<file path="src/rtl/sweep_pkg.sv">
package sweep_pkg;
    localparam int CODE_W = 24;
    localparam int ACC_W  = CODE_W + 1;

    typedef logic [CODE_W-1:0] code_t;
    typedef logic [ACC_W-1:0]  acc_t;

    typedef struct packed {
        code_t start;
        code_t span;
        code_t step;
    } sweep_cfg_t;

    typedef enum logic [1:0] {
        SEL_START = 2'd0,
        SEL_SPAN  = 2'd1,
        SEL_STEP  = 2'd2,
        SEL_NONE  = 2'd3
    } reg_sel_e;

    function automatic code_t sat_add(code_t base, acc_t off);
        logic [ACC_W:0] sum;
        sum = {2'b00, base} + {1'b0, off};
        if (sum[ACC_W:CODE_W] != '0)
            return '1;
        return sum[CODE_W-1:0];
    endfunction
endpackage

</file>
<file path="src/rtl/sweep_tick_gen.sv">
module sweep_tick_gen #(
    parameter int DIV = 521
) (
    input  logic clk,
    input  logic rst,
    output logic tick
);
    localparam int CW = (DIV > 2) ? $clog2(DIV) : 1;
    localparam logic [CW-1:0] LAST = CW'(DIV - 1);

    logic [CW-1:0] cnt;

    always_ff @(posedge clk) begin
        if (rst) begin
            cnt  <= '0;
            tick <= 1'b0;
        end else if (cnt == LAST) begin
            cnt  <= '0;
            tick <= 1'b1;
        end else begin
            cnt  <= cnt + 1'b1;
            tick <= 1'b0;
        end
    end

    AST_TICK_SINGLE: assert property (@(posedge clk) disable iff (rst)
        tick |=> !tick);
endmodule

</file>
<file path="src/rtl/sweep_cfg_regs.sv">
module sweep_cfg_regs
    import sweep_pkg::*;
(
    input  logic       clk,
    input  logic       rst,
    input  logic       we,
    input  logic [1:0] addr,
    input  code_t      wdata,
    output sweep_cfg_t shadow
);
    always_ff @(posedge clk) begin
        if (rst) begin
            shadow <= '0;
        end else if (we) begin
            case (reg_sel_e'(addr))
                SEL_START: shadow.start <= wdata;
                SEL_SPAN:  shadow.span  <= wdata;
                SEL_STEP:  shadow.step  <= wdata;
                default:   ;
            endcase
        end
    end
endmodule

</file>
<file path="src/rtl/sweep_core.sv">
module sweep_core
    import sweep_pkg::*;
(
    input  logic       clk,
    input  logic       rst,
    input  logic       tick,
    input  logic       run,
    input  sweep_cfg_t shadow,
    output code_t      code,
    output logic       valid,
    output logic       sstart
);
    sweep_cfg_t act;
    acc_t       acc;
    acc_t       acc_next;
    logic       running;
    logic       wrap;

    always_comb begin
        acc_next = acc + {1'b0, act.step};
        wrap     = acc_next >= {1'b0, act.span};
    end

    always_ff @(posedge clk) begin
        if (rst) begin
            act     <= '0;
            acc     <= '0;
            running <= 1'b0;
            code    <= '0;
            valid   <= 1'b0;
            sstart  <= 1'b0;
        end else begin
            valid  <= tick;
            sstart <= 1'b0;
            if (tick) begin
                if (!run) begin
                    running <= 1'b0;
                    act     <= shadow;
                    acc     <= '0;
                    code    <= shadow.start;
                end else if (!running || wrap) begin
                    running <= 1'b1;
                    act     <= shadow;
                    acc     <= '0;
                    code    <= shadow.start;
                    sstart  <= 1'b1;
                end else begin
                    acc  <= acc_next;
                    code <= sat_add(act.start, acc_next);
                end
            end
        end
    end

    AST_VALID_PULSE: assert property (@(posedge clk) disable iff (rst)
        valid |=> !valid);
    AST_MARK_WITH_VALID: assert property (@(posedge clk) disable iff (rst)
        sstart |-> valid);
    AST_MARK_AT_START: assert property (@(posedge clk) disable iff (rst)
        sstart |-> (code == act.start));
    AST_STOP_HOLDS: assert property (@(posedge clk) disable iff (rst)
        (valid && !running) |-> (code == act.start && !sstart));
    AST_NO_WRAP_DOWN: assert property (@(posedge clk) disable iff (rst)
        (valid && running) |-> (code >= act.start));
    AST_ACC_IN_SPAN: assert property (@(posedge clk) disable iff (rst)
        (running && act.span != '0) |-> (acc < {1'b0, act.span}));
endmodule

</file>
<file path="src/rtl/sweep_ramp_gen.sv">
module sweep_ramp_gen
    import sweep_pkg::*;
#(
    parameter int TICK_DIV = 521
) (
    input  logic              clk,
    input  logic              rst,
    input  logic              run,
    input  logic              cfg_we,
    input  logic [1:0]        cfg_addr,
    input  logic [CODE_W-1:0] cfg_wdata,
    output logic [CODE_W-1:0] code_o,
    output logic              code_valid,
    output logic              sweep_start
);
    logic       tick;
    sweep_cfg_t shadow;

    sweep_tick_gen #(.DIV(TICK_DIV)) u_tick (
        .clk  (clk),
        .rst  (rst),
        .tick (tick)
    );

    sweep_cfg_regs u_regs (
        .clk    (clk),
        .rst    (rst),
        .we     (cfg_we),
        .addr   (cfg_addr),
        .wdata  (cfg_wdata),
        .shadow (shadow)
    );

    sweep_core u_core (
        .clk    (clk),
        .rst    (rst),
        .tick   (tick),
        .run    (run),
        .shadow (shadow),
        .code   (code_o),
        .valid  (code_valid),
        .sstart (sweep_start)
    );

    AST_RESET_QUIET: assert property (@(posedge clk)
        $past(rst) |-> (!code_valid && !sweep_start && code_o == '0));
endmodule

</file>
<file path="config.mk">
export PLATFORM = sky130hd
export DESIGN_NAME = sweep_ramp_gen
export DESIGN_NICKNAME = d
export VERILOG_FILES = /design/src/rtl/sweep_pkg.sv /design/src/rtl/sweep_tick_gen.sv /design/src/rtl/sweep_cfg_regs.sv /design/src/rtl/sweep_core.sv /design/src/rtl/sweep_ramp_gen.sv
export SDC_FILE = /design/constraint.sdc
export NUM_CORES = 1
export LEC_CHECK = 0
export ABC_AREA = 1
export CAP_MARGIN = 40
export CORE_ASPECT_RATIO = 1.1
export CORE_MARGIN = 5
export CORE_UTILIZATION = 65
export CTS_CLUSTER_SIZE = 30
export DETAILED_ROUTE_END_ITERATION = 16
export PLACE_DENSITY = 0.85
export SYNTH_ARGS = -nofsm -noshare
export SYNTH_HDL_FRONTEND = slang
export SYNTH_HIERARCHICAL = 1
export SYNTH_SLANG_ARGS = --single-unit
</file>
<file path="constraint.sdc">
create_clock -name clk -period 7.1 [get_ports clk]
set_input_delay 1.42 -clock clk [delete_from_list [all_inputs] [get_ports clk]]
set_output_delay 1.42 -clock clk [all_outputs]
set_load 0.03 [all_outputs]
</file>
==> run_results.csv, run 1 <==
group,metric,value,unit
status,outcome,"finished, final reports clean",
global_route,gr-usage-met3,3.98,%
timing,final_hold_viol_count,0,
clock_tree,cts_max_level,1,
synthesis,synth.avg_cell_area,6.74,sq um
finish,final_core_util,74.1,%
global_route,grt_pass1_vias,10400,
power_and_ir_drop,peakVddDrop,0.211,mV
critical_path,startpoint_type,"flip-flop",
synthesis,syn_inst,1735,
min_path,min_path_type,"flip-flop to flip-flop",
flow_run,cap_violations,0,
critical_path,rrSetupSlack,1.98,ns
detailed_routing,wirelength,33.2,mm
timing,setup_violations,0,
synthesis,yosys_warnings,6,
timing,tns,0,ns
floorplanning,die_h,151,microns
timing,final_max_slew_viol_count,0,
placement,hpwl,24.5,mm
critical_path,rr_worst_depth,24,
global_route,top_usage_layer,"met2",
synthesis,synth_seq_cells,207,
critical_path,critPathArrivalTime,5.55,ns
power_and_ir_drop,totalPowerFinal,2.52,mW
detailed_routing,postRouteAntennaNets,0,
finish,fillers,1469,
timing,min_period,5.12,ns
power_and_ir_drop,p_leak,6.31,nW
global_route,grt_max_degree,72,
floorplanning,start_util,66.2,%
global_route,antenna_found_initial,0,
critical_path,cp_data_required_time,7.52,ns
floorplanning,dieArea,20800,sq um
clock_tree,cts_made_buffers,23,
timing,slew_headroom,46.3,%
detailed_routing,drtIter0Drc,1131,
critical_path,reg2reg_from,"u_core/act[0]",
floorplanning,ios,56,
timing,rsz0062_at_grt,"false",
synthesis,synth_edf_count,0,
synthesis,ys_seq_area_share,35.4,%
placement,routabilityCongestion,1.01,
floorplanning,coreArea,17700,sq um
synthesis,ys_async_sr_fraction,0,%
timing,tightest_slew,0.803,ns
placement,port_buffers,55,
synthesis,synth_most_common_cell,"nand2_1",
timing,max_freq,0.195,GHz
critical_path,cp-startpoint,"u_core/act[0]",
global_route,grtUsageMet1,43.8,%
synthesis,yosysTopAreaCell,"dfxtp_1",
clock_tree,cts_resized,0,
clock_tree,insertion_delay,0.51,ns
global_route,grt_pass1_wl,52.9,mm
finish,n_antenna_cell,0,
clock_tree,root_buffer,"clkbuf_16",
critical_path,crit_fanout,39,
finish,drive_above_1_share,6.70,%
synthesis,synthesis.area,11700,sq um
floorplanning,die_width,138,microns
clock_tree,clkTransAtPathRegs,0.06,ns
timing,post-route-period-util,72.2,%
clock_tree,cts_buffer_depth,3,
finish,area_delta_synth_final,11.9,%
detailed_routing,drcViolationCount,0,
global_route,grt_use_total,32.0,%
power_and_ir_drop,p_per_area,193,nW/um^2
detailed_routing,wl_per_cell,16.5,microns
critical_path,crit_end,"u_core/act[3]",
synthesis,ys_top_cells_by_area,"dfxtp_1 35%, nand2_1 14%, nor2_1 10%",
clock_tree,post_cts_buffers,0,
detailed_routing,dr_total_vias,11200,
finish,finalNetCount,1867,
clock_tree,cts_tree,"built",
synthesis,netlist.area_leader.share,35.4,%
floorplanning,row_count,51,
critical_path,cp-end-kind,"flip-flop",
critical_path,r2r_end,"u_core/act[3]",
synthesis,ys_types,38,
detailed_routing,via_per_inst,5.55,
synthesis,synthTopCellsByCount,"421 x nand2_1, 327 x nor2_1, 207 x dfxtp_1",
global_route,grt_util_met2,52.4,%
critical_path,critPathKind,"flip-flop to flip-flop",
global_route,gr-total-overflow,0,
clock_tree,cts.sinks,207,
synthesis,ys.flop_type,"dfxtp_1",
detailed_routing,drt_pass1_iterations,8,
synthesis,syn_nets,1841,
clock_tree,ctsHoldBuffers,0,
timing,fin_worst_skew,0.0133,ns
-- power breakdown --
group	total (mW)	internal, mW	switching [mW]
Combinational	0.130	0.0472	0.0829
Clock	1.19	0.722	0.471
Sequential	1.20	1.18	0.0141
Total	2.52	1.95	0.568
-- registers in the layout (all words and copies together) (netlist names) --
register / cells
u_core/acc: 25
u_core/act: 72
u_core/code: 24
u_core/running: 1
u_core/sstart: 1
u_core/valid: 1
u_regs/shadow: 72
u_tick/cnt: 10
u_tick/tick: 1
-- layout by cell type, fill, tap and decap left out, types with 3 or more instances in the layout --
| master | Yosys | routed |
|---|---|---|
| clkbuf_16 | 0 | 23 |
| xor2_1 | 31 | 31 |
| dfxtp_1 | 207 | 207 |
| buf_4 | 6 | 9 |
| nand3_2 | 6 | 6 |
| nand4_1 | 10 | 10 |
| a21oi_2 | 22 | 22 |
| o21ai_0 | 84 | 84 |
| clkdlybuf4s50_1 | 0 | 53 |
| a21oi_1 | 110 | 110 |
| ha_1 | 74 | 74 |
| a31oi_1 | 5 | 5 |
| nand2_1 | 421 | 421 |
| xnor2_1 | 14 | 14 |
| clkinv_2 | 0 | 6 |
| clkinv_1 | 3 | 3 |
| nor2_2 | 25 | 24 |
| inv_1 | 182 | 182 |
| nand2_2 | 4 | 4 |
| nor2_1 | 327 | 327 |
| a21o_1 | 9 | 9 |
| nor3_1 | 11 | 11 |
| bufinv_16 | 0 | 3 |
| nand3_1 | 97 | 97 |
| o21bai_1 | 7 | 7 |
| nor2_4 | 2 | 3 |
-- critical path, cell delays in order (launching register included) --
cell and delay (ns):
dfxtp_1 0.34, ha_1 0.22, inv_1 0.08, fa_1 0.40, inv_1 0.08, nand3_1 0.07, nand2_1 0.13, nand2_1 0.07
nand2_1 0.20, a31oi_1 0.17, o21ai_0 0.28, xor2_1 0.39, ha_1 0.33, a21oi_1 0.14, o21ai_0 0.09, a21oi_1 0.13
nand2_1 0.07, nand2_1 0.05, nand2_1 0.05, nand2_1 0.11, nand4_4 0.37, nand2_4 0.43, buf_4 0.44, o21ai_0 0.18
nor2_1 0.17
-- metrics by stage --
step / std cells / hold slack, ns / instance area, sq um / worst slack (ns)
5_1_grt: 2013 / 0.478 / 13100 / 1.51
3_5_place_dp: 1974 / 0.452 / 12300 / 2.13
3_3_place_gp: 1967 / 0.444 / 12200 / 2.06
4_1_cts: 2013 / 0.462 / 13100 / 2.07
2_1_floorplan: 1735 / 0.430 / 11700 / 3.32
6_report: 2013 / 0.459 / 13100 / 1.98
-- final cells by class --
class / instances / area, sq um / share of cell area [%]
Clock buffer: 27 / 611 / 4.66
Clock inverter: 12 / 145 / 1.11
Inverter: 187 / 702 / 5.36
Multi-Input combinational cell: 1272 / 6460 / 49.4
Sequential cell: 207 / 4140 / 31.6
Tap cell: 238 / 298 / 2.27
Timing Repair Buffer: 70 / 733 / 5.60
-- worst min path at each step --
| stage | from | endpoint | cells past startpoint |
|---|---|---|---|
| 2_1_floorplan | u_core/acc[15] | u_core/acc[15] | 2 |
| 4_1_cts | u_core/acc[14] | u_core/acc[14] | 2 |
| 6_report | u_core/acc[21] | u_core/acc[21] | 2 |
| 3_3_place_gp | u_core/acc[7] | u_core/acc[7] | 2 |
| 3_5_place_dp | u_core/acc[14] | u_core/acc[14] | 2 |
| 5_1_grt | u_core/acc[20] | u_core/acc[20] | 2 |
-- metal layers --
layer | vias up | wire, microns
li1 | 5530 | -
met1 | 5086 | 14200
met2 | 478 | 15400
met3 | 80 | 2470
met4 | 0 | 1060
met5 | - | 0
-- kinds of logic (layout without fill, tap and decap cells) --
logic type               count (synthesis)  in the layout  share of synthesized area (%)
AO/OA/AOI/OAI                          243            243                           11.7
adder cells (fa/ha/maj)                 76             76                           8.26
AND/OR/NAND/NOR                        908            908                           31.9
flip-flops                             207            207                           35.4
XOR/XNOR                                45             45                           3.37
buffers and inverters                  256            296                           9.37
Note: power is estimated with default switching activity, not from simulation.
==> inputs of run 2 (changes only) <==
--- a/config.mk
+++ b/config.mk
@@ -9,10 +9,10 @@
 export CAP_MARGIN = 40
 export CORE_ASPECT_RATIO = 1.1
 export CORE_MARGIN = 5
-export CORE_UTILIZATION = 65
+export CORE_UTILIZATION = 55
 export CTS_CLUSTER_SIZE = 30
 export DETAILED_ROUTE_END_ITERATION = 16
-export PLACE_DENSITY = 0.85
+export PLACE_DENSITY = 0.77
 export SYNTH_ARGS = -nofsm -noshare
 export SYNTH_HDL_FRONTEND = slang
 export SYNTH_HIERARCHICAL = 1
==> constraint.sdc (replaced) <==
create_clock -name clk -period 4.4 [get_ports clk]
set_input_delay 0.88 -clock clk [delete_from_list [all_inputs] [get_ports clk]]
set_output_delay 0.88 -clock clk [all_outputs]
set_load 0.03 [all_outputs]
==> run 2 against run 1 <==
  * Sequential share of layout area decreased by 0.93 points
  * Wire length decreased by 1.1%
  * Core utilization decreased by 10 points
  * Largest power group unchanged
  * Design area increased by 3.0%
  * Final cell count increased by 3.9%
==> run_results.csv, run 2 (synthesis gave the netlist of run 1 again) <==
group,metric,value,unit
status,outcome,"finished, final reports clean",
placement,port_buffers,55,
timing,min_period,4.09,ns
clock_tree,cts_max_level,1,
min_path,min_path_type,"flip-flop to flip-flop",
clock_tree,root_buffer,"clkbuf_16",
global_route,grt_util_met2,43.8,%
finish,final_core_util,63.8,%
global_route,top_usage_layer,"met2",
detailed_routing,drt_pass1_iterations,5,
global_route,antenna_found_initial,0,
power_and_ir_drop,peakVddDrop,0.276,mV
power_and_ir_drop,totalPowerFinal,3.95,mW
detailed_routing,dr_total_vias,10900,
finish,fillers,1968,
flow_run,cap_violations,0,
finish,n_antenna_cell,0,
floorplanning,ios,56,
global_route,grt_pass1_vias,10300,
global_route,grt_pass1_wl,53.2,mm
placement,dp.cells,2050,
global_route,grt_max_degree,72,
floorplanning,start_util,55.3,%
critical_path,cp_data_required_time,4.79,ns
finish,fin_cells,2092,
power_and_ir_drop,p_per_area,293,nW/um^2
floorplanning,row_count,56,
timing,final_hold_viol_count,0,
critical_path,cp-end-kind,"flip-flop",
timing,fin_worst_skew,0.00700,ns
floorplanning,die_h,163,microns
placement,hpwl,24.5,mm
critical_path,startpoint_type,"flip-flop",
critical_path,rrSetupSlack,0.31,ns
detailed_routing,drtIter0Drc,837,
timing,post-route-period-util,92.9,%
critical_path,crit_fanout,32,
global_route,gr-usage-met3,3.53,%
finish,final_cell_mix,"417 x nand2_1, 326 x nor2_1, 207 x dfxtp_1, 181 x inv_1, 106 x a21oi_1",
clock_tree,clkTransAtPathRegs,0.06,ns
timing,tightest_slew,0.757,ns
timing,setup_violations,0,
detailed_routing,wl_per_cell,15.7,microns
clock_tree,cts.sinks,207,
detailed_routing,drcViolationCount,0,
clock_tree,cts_buffer_depth,3,
global_route,gr-total-overflow,0,
global_route,grtUsageMet1,37.4,%
floorplanning,coreArea,21200,sq um
critical_path,critPathArrivalTime,4.48,ns
timing,final_max_slew_viol_count,0,
timing,max_freq,0.245,GHz
detailed_routing,wirelength,32.8,mm
global_route,grt_use_total,27.0,%
clock_tree,insertion_delay,0.51,ns
floorplanning,dieArea,24300,sq um
floorplanning,die_width,149,microns
clock_tree,cts_made_buffers,23,
detailed_routing,via_per_inst,5.20,
finish,layout_commonest_cell,"nand2_1",
clock_tree,ctsHoldBuffers,0,
finish,top_regs,"u_core/act: 72 flops, u_regs/shadow: 72 flops, u_core/acc: 25 flops",
power_and_ir_drop,p_leak,6.42,nW
finish,area_delta_synth_final,15.3,%
clock_tree,cts_tree,"built",
timing,slew_headroom,49.5,%
finish,drive_above_1_share,9.21,%
detailed_routing,postRouteAntennaNets,0,
critical_path,critPathKind,"flip-flop to flip-flop",
placement,routabilityCongestion,1.02,
finish,finalNetCount,1894,
==> run 2: cell types whose count changed in the layout (fill, tap and decap cells not counted), sizes merged <==
cell / previous run / this run
clkinvlp: 1 / 0
bufinv: 3 / 1
buf: 17 / 43
clkinv: 11 / 9
nand2: 427 / 428
clkbuf: 27 / 32
==> run 2: stage by stage <==
stage               setup WS [ns]  hold slack, ns  setup TNS [ns]  cell area (sq um)
global route              -0.0375           0.485          -0.382              13500
global placement            0.213           0.444               0              12600
detailed placement         0.0351           0.450               0              12600
floorplan                   0.623           0.430               0              11700
CTS                         0.107           0.464               0              13300
finish                      0.310           0.464               0              13500
==> run 2: what timing repair did <==
action                                  CTS  global route
cloned                                    0             1
hold endpoints to repair                  0             0
setup buffers                             0             2
resized for setup                         1            39
pin swaps                                 0             4
endpoints found under the setup margin    1           120
==> run 2: layout make-up <==
cell class	count	area (sq um)	area share, %
tap	290	363	2.69
sequential	207	4140	30.7
clock buffer	32	629	4.67
multi-input combinational	1273	6630	49.1
clock inverter	7	60.1	0.445
timing repair buffer	96	963	7.14
inverter	187	702	5.20
==> run 2: final timing paths <==
check / start / end / depth (start not counted)
max: u_core/acc[0] / u_core/act[4] / 25
min: u_core/acc[17] / u_core/acc[17] / 2
max reg2reg: u_core/acc[0] / u_core/act[4] / 25
min reg2reg: u_core/acc[17] / u_core/acc[17] / 2
==> run 2: worst max-delay path: stages (launching register included) <==
cell and delay (ns):
dfxtp_1 0.34, ha_2 0.21, inv_1 0.07, fa_1 0.39
inv_1 0.07, nand3_1 0.07, nand2_2 0.11, nand2_1 0.06
nand2_1 0.09, buf_4 0.15, a31oi_1 0.13, o21ai_1 0.23
xnor2_1 0.16, inv_2 0.10, ha_1 0.29, nand2_1 0.08
o21ai_0 0.17, nor2_1 0.06, o21a_1 0.17, nand2_1 0.07
nand2_1 0.10, nand4_4 0.18, nand2_8 0.12, buf_12 0.20
o21ai_0 0.26, nor2_1 0.06
==> run 2: routing by layer <==
layer / wire (microns) / vias to the layer above
li1: - / 5586
met1: 14800 / 4878
met2: 14600 / 339
met3: 2100 / 72
met4: 1310 / 0
met5: 0 / -
==> run 2: report_power, final <==
| part | internal [mW] | total [mW] | switching (mW) |
|---|---|---|---|
| sequential | 1.91 | 1.94 | 0.0289 |
| combinational | 0.0746 | 0.209 | 0.134 |
| clock | 1.05 | 1.81 | 0.756 |
